===== config.mk =====
export PLATFORM = sky130hd
export DESIGN_NAME = bclk_gen
export DESIGN_NICKNAME = d
export VERILOG_FILES = /design/src/rtl/bclk_pkg.sv /design/src/rtl/bclk_src.sv /design/src/rtl/bclk_div.sv /design/src/rtl/bclk_gen.sv
export SDC_FILE = /design/constraint.sdc
export NUM_CORES = 1
export LEC_CHECK = 0
export BUFFER_PORTS_ARGS = -buffer_cell sky130_fd_sc_hd__buf_2
export CAP_MARGIN = 0
export CORE_MARGIN = 2
export CORE_UTILIZATION = 39
export CTS_BUF_LIST = sky130_fd_sc_hd__clkbuf_4 sky130_fd_sc_hd__clkbuf_8 sky130_fd_sc_hd__clkbuf_16
export DETAILED_ROUTE_END_ITERATION = 10
export PLACE_DENSITY = 0.57
export RECOVER_POWER = 50
export REMOVE_ABC_BUFFERS = 1
export SETUP_SLACK_MARGIN = 0.15
export SLEW_MARGIN = 10
export SYNTH_ARGS = -nofsm -noshare
export SYNTH_HDL_FRONTEND = slang
export SYNTH_SLANG_ARGS = --single-unit

===== constraint.sdc =====
create_clock -name clk_i -period 7.8 [get_ports clk_i]
set_clock_uncertainty 0.2 [all_clocks]
set_input_delay 1.56 -clock clk_i [delete_from_list [all_inputs] [get_ports clk_i]]
set_output_delay 1.56 -clock clk_i [all_outputs]
set_load 0.02 [all_outputs]

===== src/rtl/bclk_pkg.sv =====
package bclk_pkg;
  typedef enum logic {
    SRC_EXT = 1'b0,
    SRC_SYS = 1'b1
  } src_sel_e;

  localparam int unsigned BCLK_DIV_W = 8;
  localparam int unsigned BCLK_SYNC_STAGES = 2;
endpackage


===== src/rtl/bclk_src.sv =====
module bclk_src #(
  parameter int unsigned SYNC_STAGES = 2
) (
  input  logic clk_i,
  input  logic rst_ni,
  input  logic ext_clk_i,
  input  logic src_sys_i,
  output logic tick_o
);
  import bclk_pkg::*;

  // sync chain plus one history bit for edge detection
  logic [SYNC_STAGES:0] sync_q;
  logic                 ext_rise;

  always_ff @(posedge clk_i or negedge rst_ni) begin
    if (!rst_ni) sync_q <= '0;
    else         sync_q <= {sync_q[SYNC_STAGES-1:0], ext_clk_i};
  end

  assign ext_rise = sync_q[SYNC_STAGES-1] & ~sync_q[SYNC_STAGES];
  assign tick_o   = (src_sel_e'(src_sys_i) == SRC_SYS) ? 1'b1 : ext_rise;
endmodule


===== src/rtl/bclk_div.sv =====
module bclk_div #(
  parameter int unsigned DIV_W = 8
) (
  input  logic             clk_i,
  input  logic             rst_ni,
  input  logic             en_i,
  input  logic             tick_i,
  input  logic [DIV_W-1:0] div_i,
  output logic             act_o,
  output logic             lead_o,
  output logic             trail_o
);
  logic             run_q, run_d, hi_q, hi_d, lead_q, lead_d, trail_q, trail_d;
  logic [DIV_W-1:0] cnt_q, cnt_d, div_q, div_d, cur_len;

  function automatic logic [DIV_W-1:0] hi_len(input logic [DIV_W-1:0] n);
    return (n >> 1) + DIV_W'(1);
  endfunction

  function automatic logic [DIV_W-1:0] lo_len(input logic [DIV_W-1:0] n);
    if (n == '0)  return DIV_W'(1);  // keeps period at two cycles minimum
    else if (n[0]) return (n >> 1) + DIV_W'(1);
    else           return n >> 1;
  endfunction

  assign cur_len = hi_q ? hi_len(div_q) : lo_len(div_q);

  always_comb begin
    run_d   = run_q;
    hi_d    = hi_q;
    cnt_d   = cnt_q;
    div_d   = div_q;
    lead_d  = 1'b0;
    trail_d = 1'b0;
    if (!en_i) begin
      run_d   = 1'b0;
      hi_d    = 1'b0;
      cnt_d   = '0;
      trail_d = hi_q;
    end else if (!run_q) begin
      run_d  = 1'b1;
      hi_d   = 1'b1;
      cnt_d  = '0;
      div_d  = div_i;
      lead_d = 1'b1;
    end else if (tick_i) begin
      if (cnt_q == cur_len - DIV_W'(1)) begin
        cnt_d   = '0;
        hi_d    = ~hi_q;
        lead_d  = ~hi_q;
        trail_d = hi_q;
        if (!hi_q) div_d = div_i;  // new value only at start of active phase
      end else begin
        cnt_d = cnt_q + DIV_W'(1);
      end
    end
  end

  always_ff @(posedge clk_i or negedge rst_ni) begin
    if (!rst_ni) begin
      run_q   <= 1'b0;
      hi_q    <= 1'b0;
      cnt_q   <= '0;
      div_q   <= '0;
      lead_q  <= 1'b0;
      trail_q <= 1'b0;
    end else begin
      run_q   <= run_d;
      hi_q    <= hi_d;
      cnt_q   <= cnt_d;
      div_q   <= div_d;
      lead_q  <= lead_d;
      trail_q <= trail_d;
    end
  end

  assign act_o   = hi_q;
  assign lead_o  = lead_q;
  assign trail_o = trail_q;

  AST_DIV_HOLD: assert property (@(posedge clk_i) disable iff (!rst_ni)
    (run_q && !lead_q) |-> $stable(div_q));
  AST_CNT_BOUND: assert property (@(posedge clk_i) disable iff (!rst_ni)
    run_q |-> (cnt_q < cur_len));
endmodule


===== src/rtl/bclk_gen.sv =====
module bclk_gen #(
  parameter int unsigned DIV_W       = bclk_pkg::BCLK_DIV_W,
  parameter int unsigned SYNC_STAGES = bclk_pkg::BCLK_SYNC_STAGES
) (
  input  logic             clk_i,
  input  logic             rst_ni,
  input  logic             ext_clk_i,
  input  logic             src_sys_i,
  input  logic [DIV_W-1:0] div_i,
  input  logic             pol_i,
  input  logic             en_i,
  output logic             bclk_o,
  output logic             lead_stb_o,
  output logic             trail_stb_o
);
  logic tick, act;

  bclk_src #(.SYNC_STAGES(SYNC_STAGES)) u_src (
    .clk_i    (clk_i),
    .rst_ni   (rst_ni),
    .ext_clk_i(ext_clk_i),
    .src_sys_i(src_sys_i),
    .tick_o   (tick)
  );

  bclk_div #(.DIV_W(DIV_W)) u_div (
    .clk_i  (clk_i),
    .rst_ni (rst_ni),
    .en_i   (en_i),
    .tick_i (tick),
    .div_i  (div_i),
    .act_o  (act),
    .lead_o (lead_stb_o),
    .trail_o(trail_stb_o)
  );

  assign bclk_o = act ^ pol_i;

  AST_LEAD_LEVEL: assert property (@(posedge clk_i) disable iff (!rst_ni)
    lead_stb_o |-> (bclk_o != pol_i));
  AST_TRAIL_LEVEL: assert property (@(posedge clk_i) disable iff (!rst_ni)
    trail_stb_o |-> (bclk_o == pol_i));
  AST_STB_EXCL: assert property (@(posedge clk_i) disable iff (!rst_ni)
    $onehot0({lead_stb_o, trail_stb_o}));
  AST_MIN_PERIOD: assert property (@(posedge clk_i) disable iff (!rst_ni)
    lead_stb_o |=> !lead_stb_o);
  AST_IDLE_LEVEL: assert property (@(posedge clk_i) disable iff (!rst_ni)
    !en_i |=> (bclk_o == pol_i));
endmodule


==> run_results.csv, run 1 <==
group,metric,value,unit
sta,clock.fmax,0.231,GHz
logic_synthesis,avgSynthCellArea,8.47,µm²
detailed_routing,top_layer_used,"met4",
clock_tree,cts-root-buf,"clkbuf_8",
placed_design,hpwl,2940,µm
run,maxCapViolations,0,
clock_tree,cts_max_level,1,
critical_path,cp-endpoint,"u_div.cnt_q[6]$_DFFE_PN0P_",
layout,fin_nets,235,
sta,hold_viol_final,0,
clock_tree,cts.sinks,23,
sta,max_slew_margin,13.5,%
layout,multi_input_area,1120,µm²
die,fp.dieArea,5190,µm²
clock_tree,cts.path.max_buffers,2,
critical_path,crit_path_max_fanout,17,
critical_path,critPathCaptureType,"flop",
power_and_ir_drop,ir_worst_vdd,0.132,mV
detailed_routing,ant_nets,0,
critical_path,reg2reg_slack,3.47,ns
detailed_routing,dr_wl_met3,191,µm
placed_design,place.port_buffers,16,
layout,diodes,0,
clock_tree,cts_made_buffers,3,
critical_path,crit_type,"flop to flop",
die,die_x,72.0,µm
detailed_routing,wl_met2,1860,µm
sta,tightest_slew,1.30,ns
logic_synthesis,synth.distinct_cells,49,
logic_synthesis,synth_edf_count,0,
run_status,status,"finished clean",
clock_tree,cts_tree,"built",
critical_path,cp.required,7.74,ns
layout,finalInstanceArea,1930,µm²
sta,post-route-period-util,55.5,%
grt,grt_pass1_wl,7190,µm
layout,drive_gt1_share,13.4,%
die,fp.dieH,72.0,µm
power_and_ir_drop,finalPower,395,µW
die,core_area,4410,µm²
clock_tree,cts_hold_buffers,0,
layout,areaGrowthSynthToFinish,6.73,%
grt,grtUsageTotal,17.2,%
detailed_routing,drtIter0Drc,78,
critical_path,rr_startpoint,"u_div.div_q[0]$_DFFE_PN0P_",
placed_design,dpl-instance-area,1880,µm²
clock_tree,worst_skew_pair.late_latency,0.27,ns
sta,final.setup.tns,0,ns
grt,grt_pass1_vias,1509,
detailed_routing,wirelength_met1,2110,µm
detailed_routing,firstDrtPassIters,4,
sta,period_minus_slack,4.33,ns
logic_synthesis,netlist_instances,213,
clock_tree,cts_setup_buffers,0,
logic_synthesis,yosysWarnings,0,
die,io_pins,17,
layout,register_area,576,µm²
sta,rsz0062_at_grt,"no",
detailed_routing,wl,4190,µm
logic_synthesis,synth_area,1800,µm²
logic_synthesis,synth_top_cell_by_area,"dfrtp_1",
logic_synthesis,synthTopCellsByArea,"dfrtp_1, xnor2_1, a21oi_1",
grt,antenna_found_initial,0,
detailed_routing,drc,0,
worst_hold_path,hold_class,"flop to flop",
logic_synthesis,synth_seq_area_share,31.9,%
die,start_util,40.9,%
logic_synthesis,synth_seq_cells,23,
grt,grt_max_degree,25,
placed_design,gp_congestion,0.782,
critical_path,critPathLaunch,"u_div.div_q[0]$_DFFE_PN0P_",
critical_path,cp-start-kind,"flop",
detailed_routing,dr_total_vias,1616,
clock_tree,clkTransAtPathRegs,0.09,ns
grt,gr-total-overflow,0,
logic_synthesis,synth_top_area_share,31.9,%
critical_path,arrival,4.27,ns
detailed_routing,viasPerCell,6.03,
logic_synthesis,async_flop_share,100,%
critical_path,r2r_cells,13,
sta,drv_slew,0,
logic_synthesis,synthFlopType,"dfrtp_1",
detailed_routing,wl_per_cell,15.6,µm
die,core.rowCount,24,
clock_tree,ctsResizeCount,0,
layout,fillers,450,
sta,setup_violations,0,
power_and_ir_drop,leakage,0.742,nW
power_and_ir_drop,cellPowerDensity,205,nW/µm²
critical_path,r2r-end,"u_div.cnt_q[6]$_DFFE_PN0P_",
==> through the flow <==
| step | hold slack, ns | cells | utilization (%) | worst slack (ns) |
|---|---|---|---|---|
| global route | 0.182 | 268 | 43.6 | 3.08 |
| detailed placement | 0.143 | 264 | 42.6 | 3.49 |
| global placement | 0.155 | 264 | 42.6 | 3.51 |
| floorplan | 0.131 | 194 | - | 3.98 |
| CTS | 0.171 | 268 | 43.7 | 3.46 |
| finish | 0.167 | 268 | 43.6 | 3.47 |
==> worst max-delay path, stage by stage, from the launching register on <==
cell and delay, ns:
dfrtp_1 0.53, inv_1 0.08, ha_1 0.19, nor4b_1 0.13
and3_1 0.22, nor2_2 0.33, ha_1 0.29, nand2_1 0.07
o311ai_0 0.29, o21ai_0 0.21, xor2_1 0.17, or4_1 0.79
or3_4 0.52, nor3b_1 0.17
==> metal layers <==
layer	vias up	track usage (%)
met2	34	26.9
met1	776	25.4
met5	-	0
met4	0	4.61
li1	802	-
met3	4	2.08
==> final cells by class <==
class	instances	area share [%]
inverter	6	1.17
sequential	23	29.9
multi-input combinational	165	58.2
clock buffer	4	2.53
timing repair buffer	18	4.81
tap	52	3.38
==> cells in the final DEF, fill, tap and decap left out, types with 8 or more instances in the layout <==
cell type	n
dfrtp_1	23
nand3_1	8
a32o_1	8
nand2_1	20
a21oi_1	16
buf_2	14
o211ai_1	10
nor2_1	17
xnor2_1	12
o311ai_0	9
==> kinds of logic after synthesis <==
logic type	after synthesis	share of synthesized area, %
simple gates	74	20.6
buf+inv	25	6.31
fa+ha+maj	4	2.77
flops	23	31.9
xor+xnor	20	10.1
compound gates	66	27.7
mux	1	0.555
==> flip-flops by register name, summed over array words and instances, names as in the netlist <==
register	cells
u_div.act_o	1
u_div.cnt_q	8
u_div.run_q	1
u_div.trail_o	1
u_div.lead_o	1
u_div.div_q	8
u_src.sync_q	3
==> where the power goes <==
part           total, mW  switching [mW]  internal, mW
combinational      0.159          0.0897        0.0695
clock             0.0781          0.0381        0.0399
sequential         0.158          0.0283         0.130
==> cell usage after synthesis, types with 5 or more instances <==
cell      count
a21oi_1      16
xnor2_1      12
nor3_1        5
nand3_1       8
nor2_1       17
o21ai_0       5
xor2_1        7
o211ai_1     10
nand2_1      20
clkbuf_1     11
inv_1         6
dfrtp_1      23
o311ai_0      9
a32o_1        8
==> how the worst min path moves through the flow <==
stage / start / slack, ns / end / cells past startpoint
global route: u_src.sync_q[0]$_DFF_PN0_ / 0.18 / u_src.sync_q[1]$_DFF_PN0_ / 0
detailed placement: u_src.sync_q[0]$_DFF_PN0_ / 0.14 / u_src.sync_q[1]$_DFF_PN0_ / 0
floorplan: u_src.sync_q[0]$_DFF_PN0_ / 0.13 / u_src.sync_q[1]$_DFF_PN0_ / 0
finish: u_src.sync_q[0]$_DFF_PN0_ / 0.17 / u_src.sync_q[1]$_DFF_PN0_ / 0
CTS: u_src.sync_q[0]$_DFF_PN0_ / 0.17 / u_src.sync_q[1]$_DFF_PN0_ / 0
global placement: u_src.sync_q[0]$_DFF_PN0_ / 0.15 / u_src.sync_q[1]$_DFF_PN0_ / 0
Note: power is estimated with default switching activity, not from simulation.
==> inputs of run 2 (changes only) <==
--- a/config.mk
+++ b/config.mk
@@ -5,13 +5,14 @@
 export SDC_FILE = /design/constraint.sdc
 export NUM_CORES = 1
 export LEC_CHECK = 0
+export ABC_AREA = 1
 export BUFFER_PORTS_ARGS = -buffer_cell sky130_fd_sc_hd__buf_2
 export CAP_MARGIN = 0
 export CORE_MARGIN = 2
 export CORE_UTILIZATION = 39
 export CTS_BUF_LIST = sky130_fd_sc_hd__clkbuf_4 sky130_fd_sc_hd__clkbuf_8 sky130_fd_sc_hd__clkbuf_16
 export DETAILED_ROUTE_END_ITERATION = 10
-export PLACE_DENSITY = 0.57
+export PLACE_DENSITY = 0.58
 export RECOVER_POWER = 50
 export REMOVE_ABC_BUFFERS = 1
 export SETUP_SLACK_MARGIN = 0.15
==> constraint.sdc (replaced) <==
create_clock -name clk_i -period 4 [get_ports clk_i]
set_clock_uncertainty 0.2 [all_clocks]
set_input_delay 0.8 -clock clk_i [delete_from_list [all_inputs] [get_ports clk_i]]
set_output_delay 0.8 -clock clk_i [all_outputs]
set_load 0.02 [all_outputs]
==> run 2 against run 1 <==
  * Non-clock buffer count decreased by 2
  * Die area fell by 12%
  * Maximum frequency increased by 45%
  * Global-route usage decreased by 0.55 points
  * Wire length fell by 22%
  * Worst setup slack lost 2.4 ns
  * Flip-flop and latch count unchanged
  * Area after synthesis fell by 13%
  * Worst hold slack lost 0.0042 ns
  * Critical path depth is 3 higher
  * Sequential power increased by 94%
  * Synthesized cell count grew 3.8%
  * Critical path type unchanged
  * Critical endpoint is now u_div.div_q[3]$_DFFE_PN0P_
  * Largest power group unchanged
==> run_results.csv, run 2 <==
group,metric,value,unit
clock_tree,cts_made_buffers,3,
layout,areaGrowthSynthToFinish,10.9,%
critical_path,crit_type,"flop to flop",
clock_tree,cts_tree,"built",
clock_tree,cts_max_level,1,
grt,grtUsageTotal,16.7,%
layout,fin_nets,258,
worst_hold_path,hp-start,"u_src.sync_q[0]$_DFF_PN0_",
layout,fin_cells,289,
critical_path,critPathLaunch,"u_div.div_q[0]$_DFFE_PN0P_",
sta,post-route-period-util,74.5,%
detailed_routing,wl_per_cell,11.3,µm
logic_synthesis,synth_top_cell_by_area,"dfrtp_1",
sta,clock.fmax,0.335,GHz
worst_hold_path,hold_class,"flop to flop",
placed_design,pre_cts_ws,1.04,ns
clock_tree,cts_hold_buffers,0,
logic_synthesis,netlist_instances,221,
layout,reg_top3,"u_div.cnt_q (8), u_div.div_q (8), u_src.sync_q (3)",
detailed_routing,ant_nets,0,
critical_path,cpPeakStageDelay,0.46,ns
sta,max_slew_margin,21.3,%
logic_synthesis,avgSynthCellArea,7.11,µm²
critical_path,arrival,2.94,ns
run_status,status,"finished clean",
detailed_routing,drtIter0Drc,55,
grt,antenna_found_initial,0,
sta,period_minus_slack,2.98,ns
die,start_util,39.9,%
clock_tree,ctsResizeCount,0,
die,fp.dieH,67.5,µm
critical_path,critPathBufInv,2,
detailed_routing,drc,0,
die,core_area,3940,µm²
sta,final.setup.tns,0,ns
logic_synthesis,synthFlopType,"dfrtp_1",
logic_synthesis,synth_seq_cells,23,
layout,final_cell_mix,"nand2_1, inv_1, dfrtp_1, nand3_1",
layout,utilization,44.2,%
critical_path,rr_startpoint,"u_div.div_q[0]$_DFFE_PN0P_",
sta,tightest_slew,1.18,ns
die,fp.dieArea,4550,µm²
logic_synthesis,synthTopCellsByCount,"nand2_1, inv_1, dfrtp_1",
power_and_ir_drop,ir_worst_vdd,0.247,mV
logic_synthesis,synth_area,1570,µm²
detailed_routing,wl,3260,µm
sta,worst_slack,1.02,ns
sta,drv_slew,0,
logic_synthesis,synth_seq_area_share,36.6,%
critical_path,slowest_stage,"dfrtp_1",
detailed_routing,viasPerCell,4.79,
critical_path,cp.required,3.96,ns
clock_tree,cts-root-buf,"clkbuf_8",
power_and_ir_drop,cellPowerDensity,495,nW/µm²
logic_synthesis,async_flop_share,100,%
logic_synthesis,synth.distinct_cells,26,
placed_design,gp_congestion,0.827,
clock_tree,cts_setup_buffers,0,
critical_path,critPathCaptureType,"flop",
layout,final_common_cell,"nand2_1",
die,io_pins,17,
critical_path,cp_top_family,"simple AND/OR/NAND/NOR gates",
die,core.rowCount,23,
placed_design,dp.cells,285,
sta,hold_viol_final,0,
critical_path,crit_path_max_fanout,10,
die,die_x,67.5,µm
power_and_ir_drop,leakage,0.921,nW
critical_path,cp_cell_sequence,"inv_1 -> ha_1 -> o21ai_0 -> nand2_1 -> inv_1 -> ha_1 -> xor2_1 -> nand3_1 -> nor2_1 -> nand3_1 -> nor2_1 -> nand3_2 -> nand2_4 -> nand3_4 -> nand2_1 -> nand2_1",
sta,whs,0.163,ns
layout,diodes,0,
layout,drive_gt1_share,14.6,%
placed_design,place.port_buffers,16,
sta,setup_violations,0,
logic_synthesis,synth_top_area_share,36.6,%
detailed_routing,dr_total_vias,1384,
critical_path,crit_top_cell,"nand2_1",
grt,grt_max_degree,24,
placed_design,hpwl,2570,µm
logic_synthesis,yosysMostFrequentCell,"nand2_1",
critical_path,cp-start-kind,"flop",
grt,grt_pass1_wl,5750,µm
logic_synthesis,synthTopCellsByArea,"dfrtp_1, nand2_1, inv_1",
run,maxCapViolations,0,
clock_tree,clkTransAtPathRegs,0.08,ns
grt,grt_pass1_vias,1296,
clock_tree,cts.path.max_buffers,2,
detailed_routing,firstDrtPassIters,4,
grt,gr-total-overflow,0,
logic_synthesis,yosysWarnings,0,
logic_synthesis,synth_edf_count,0,
sta,rsz0062_at_grt,"no",
clock_tree,worst_skew_pair.late_latency,0.26,ns
clock_tree,cts.sinks,23,
==> run 2: cell types whose count changed in the layout (fill, tap and decap cells not counted), sizes merged, moves of 9 or more <==
cell / previous run / this run
a21oi: 16 / 7
o311ai: 9 / 0
nand2: 20 / 84
nand3: 8 / 19
xnor2: 13 / 0
inv: 6 / 29
o211ai: 10 / 0
nand4: 0 / 14
==> run 2: cell type report <==
| class | count | area, µm² |
|---|---|---|
| fillers | 416 | 2200 |
| multi-input cells | 166 | 868 |
| flip-flops and latches | 23 | 576 |
| inverters | 30 | 113 |
| repair buffers | 16 | 77.6 |
| well taps | 50 | 62.6 |
| clock buffers | 3 | 41.3 |
| clock inverters | 1 | 5.00 |
==> run 2: cells by family (layout without fill, tap and decap cells) <==
family	Yosys count	in the layout	share of synthesized area (%)
buf+inv	32	50	8.12
flops	23	23	36.6
fa+ha+maj	4	4	3.18
simple gates	140	140	42.4
xor+xnor	9	9	5.02
compound gates	13	13	4.70
==> run 2: worst paths after layout <==
| check | end | slack [ns] | depth (start not counted) |
|---|---|---|---|
| setup / recovery | u_div.div_q[3]$_DFFE_PN0P_ | 1.02 | 16 |
| setup reg to reg | u_div.div_q[3]$_DFFE_PN0P_ | 1.02 | 16 |
| hold / removal | u_src.sync_q[1]$_DFF_PN0_ | 0.16 | 0 |
| hold reg to reg | u_src.sync_q[1]$_DFF_PN0_ | 0.16 | 0 |
| min in group asynchronous | u_div.lead_o$_DFF_PN0_ | 0.55 | 1 |
| max in group asynchronous | u_div.cnt_q[6]$_DFFE_PN0P_ | 2.35 | 1 |
==> run 2: per-stage QoR <==
stage	power [mW]	area (µm²)
after detailed placement	0.724	1700
after floorplan	0.634	1560
after CTS	0.874	1750
after global routing	0.952	1740
final	0.863	1740
after global placement	0.726	1700
==> run 2: routing by layer <==
layer,share of wire [%],global-route usage (%)
met1,51,22.2
met5,0,0
met2,45,27.9
met4,1.1,4.59
met3,2.7,2.67
==> run 2: power by group <==
part | internal, mW | leakage, nW | switching [mW]
Clock | 0.0695 | 0.0255 | 0.0738
Combinational | 0.148 | 0.599 | 0.265
Sequential | 0.265 | 0.296 | 0.0427
==> inputs of run 3 (changes only) <==
==> constraint.sdc (replaced) <==
create_clock -name clk_i -period 2.75 [get_ports clk_i]
set_clock_uncertainty 0.2 [all_clocks]
set_input_delay 0.55 -clock clk_i [delete_from_list [all_inputs] [get_ports clk_i]]
set_output_delay 0.55 -clock clk_i [all_outputs]
set_load 0.02 [all_outputs]
==> run 3 against run 2 <==
  * Sequential share of layout area down 4.1 points
  * Via count grew 7.1%
  * Sequential power increased by 36%
  * Critical endpoint is now u_div.div_q[1]$_DFFE_PN0P_
  * Largest cell class unchanged
  * Highest routed layer unchanged
==> run_results.csv, run 3 (synthesis gave the netlist of run 2 again) <==
group,metric,value,unit
detailed_routing,wl,3630,µm
layout,final_common_cell,"nand2_1",
die,fp.dieArea,4550,µm²
sta,rsz0062_at_grt,"yes",
die,die_x,67.5,µm
layout,fillers,373,
clock_tree,cts.sinks,23,
critical_path,crit_type,"flop to flop",
sta,setup_violations,0,
clock_tree,clkTransAtPathRegs,0.08,ns
sta,clock.fmax,0.376,GHz
worst_hold_path,hold_class,"flop to flop",
layout,utilization,50.5,%
critical_path,cpPeakStageDelay,0.41,ns
critical_path,arrival,2.67,ns
layout,diodes,0,
grt,gr-total-overflow,0,
placed_design,gp_congestion,0.828,
run,maxCapViolations,0,
critical_path,reg2reg_slack,0.09,ns
placed_design,pre_cts_ws,0.0302,ns
layout,fin_nets,276,
critical_path,critPathBufInv,2,
power_and_ir_drop,leakage,1.01,nW
die,core_area,3940,µm²
power_and_ir_drop,finalPower,1.47,mW
die,start_util,39.9,%
grt,grt_pass1_wl,6440,µm
detailed_routing,firstDrtPassIters,4,
critical_path,cp_top_family,"simple AND/OR/NAND/NOR gates",
critical_path,cp.required,2.75,ns
run_status,status,"finished clean",
detailed_routing,dr_total_vias,1482,
die,fp.dieH,67.5,µm
detailed_routing,ant_nets,0,
layout,areaGrowthSynthToFinish,26.8,%
sta,whs,0.160,ns
layout,drive_gt1_share,29.6,%
sta,worst_slack,0.0874,ns
layout,fin_cells,307,
critical_path,slowest_stage,"dfrtp_1",
sta,period_minus_slack,2.66,ns
grt,grtUsageTotal,18.6,%
placed_design,dp.cells,297,
clock_tree,cts-root-buf,"clkbuf_8",
detailed_routing,drc,0,
detailed_routing,drtIter0Drc,66,
clock_tree,worst_skew_pair.late_latency,0.26,ns
sta,post-route-period-util,96.8,%
clock_tree,cts_made_buffers,3,
layout,reg_top3,"u_div.cnt_q (8), u_div.div_q (8), u_src.sync_q (3)",
grt,antenna_found_initial,0,
sta,max_slew_margin,18.1,%
power_and_ir_drop,ir_worst_vdd,0.379,mV
sta,tightest_slew,1.23,ns
layout,final_cell_mix,"nand2_1, inv_1, dfrtp_1",
power_and_ir_drop,cellPowerDensity,736,nW/µm²
critical_path,cp_cell_sequence,"ha_1 -> nand2_1 -> o21ai_1 -> nand3_1 -> nand2_2 -> inv_2 -> ha_4 -> xor2_1 -> nand3_1 -> nor2_1 -> nand3_1 -> nor2_2 -> nand3_4 -> nand2_4 -> buf_12 -> nand4_1 -> nand2_1",
placed_design,hpwl,2800,µm
sta,drv_slew,0,
placed_design,dpl-instance-area,1800,µm²
clock_tree,cts_hold_buffers,0,
sta,final.setup.tns,0,ns
die,core.rowCount,23,
layout,register_area,576,µm²
clock_tree,cts_max_level,1,
layout,multi_input_area,972,µm²
clock_tree,cts.path.max_buffers,2,
critical_path,cp-start-kind,"flop",
sta,hold_viol_final,0,
grt,grt_pass1_vias,1510,
clock_tree,cts_tree,"built",
layout,finalInstanceArea,1990,µm²
critical_path,crit_path_max_fanout,8,
critical_path,critPathCaptureType,"flop",
grt,grt_max_degree,24,
die,io_pins,17,
detailed_routing,viasPerCell,4.83,
placed_design,place.port_buffers,16,
critical_path,crit_top_cell,"nand3_1",
detailed_routing,wl_per_cell,11.8,µm
==> run 3: changes by cell type in the layout (fill, tap and decap cells not counted), sizes merged <==
cell / before / now
buf: 14 / 32
clkbuf: 5 / 4
nand3: 19 / 20
==> run 3: timing repair <==
item,in CTS,in global routing
gates resized for setup,10,20
pin swaps,11,16
cloned,1,0
buffers inserted,4,1
endpoints found under the setup margin,18,19
==> run 3: final cells by class <==
cell class | count | area share, %
clock inverter | 1 | 0.251
clock buffer | 3 | 2.07
multi-input combinational | 167 | 48.8
timing repair buffer | 33 | 11.2
inverter | 30 | 5.65
tap | 50 | 3.14
sequential | 23 | 28.9
==> run 3: power breakdown <==
part | leakage, nW | switching [mW] | internal [mW]
sequential | 0.296 | 0.0346 | 0.385
combinational | 0.693 | 0.484 | 0.351
clock | 0.0255 | 0.110 | 0.101
==> run 3: per-layer routing <==
| metal | vias to the layer above | GRT usage, % | share of wire (%) |
|---|---|---|---|
| met2 | 23 | 31.0 | 49 |
| met1 | 674 | 24.4 | 47 |
| met3 | 4 | 2.67 | 2.8 |
| li1 | 781 | - | - |
| met4 | 0 | 6.63 | 1.1 |
| met5 | - | 0 | 0 |
==> run 3: worst paths after layout <==
kind | start | to | cells after the start
setup / recovery | u_div.div_q[1]$_DFFE_PN0P_ | u_div.div_q[1]$_DFFE_PN0P_ | 17
max in group asynchronous | rst_ni | u_div.cnt_q[6]$_DFFE_PN0P_ | 1
hold reg to reg | u_src.sync_q[0]$_DFF_PN0_ | u_src.sync_q[1]$_DFF_PN0_ | 0
min in group asynchronous | rst_ni | u_div.lead_o$_DFF_PN0_ | 1
hold / removal | u_src.sync_q[0]$_DFF_PN0_ | u_src.sync_q[1]$_DFF_PN0_ | 0
setup reg to reg | u_div.div_q[1]$_DFFE_PN0P_ | u_div.div_q[1]$_DFFE_PN0P_ | 17
==> run 3: worst reg2reg max path: stages, from the launching register on <==
cell and delay [ns]:
dfrtp_1 0.41, ha_1 0.30, nand2_1 0.05, o21ai_1 0.06, nand3_1 0.10, nand2_2 0.08
inv_2 0.04, ha_4 0.25, xor2_1 0.13, nand3_1 0.09, nor2_1 0.11, nand3_1 0.10
nor2_2 0.13, nand3_4 0.12, nand2_4 0.13, buf_12 0.12, nand4_1 0.09, nand2_1 0.09
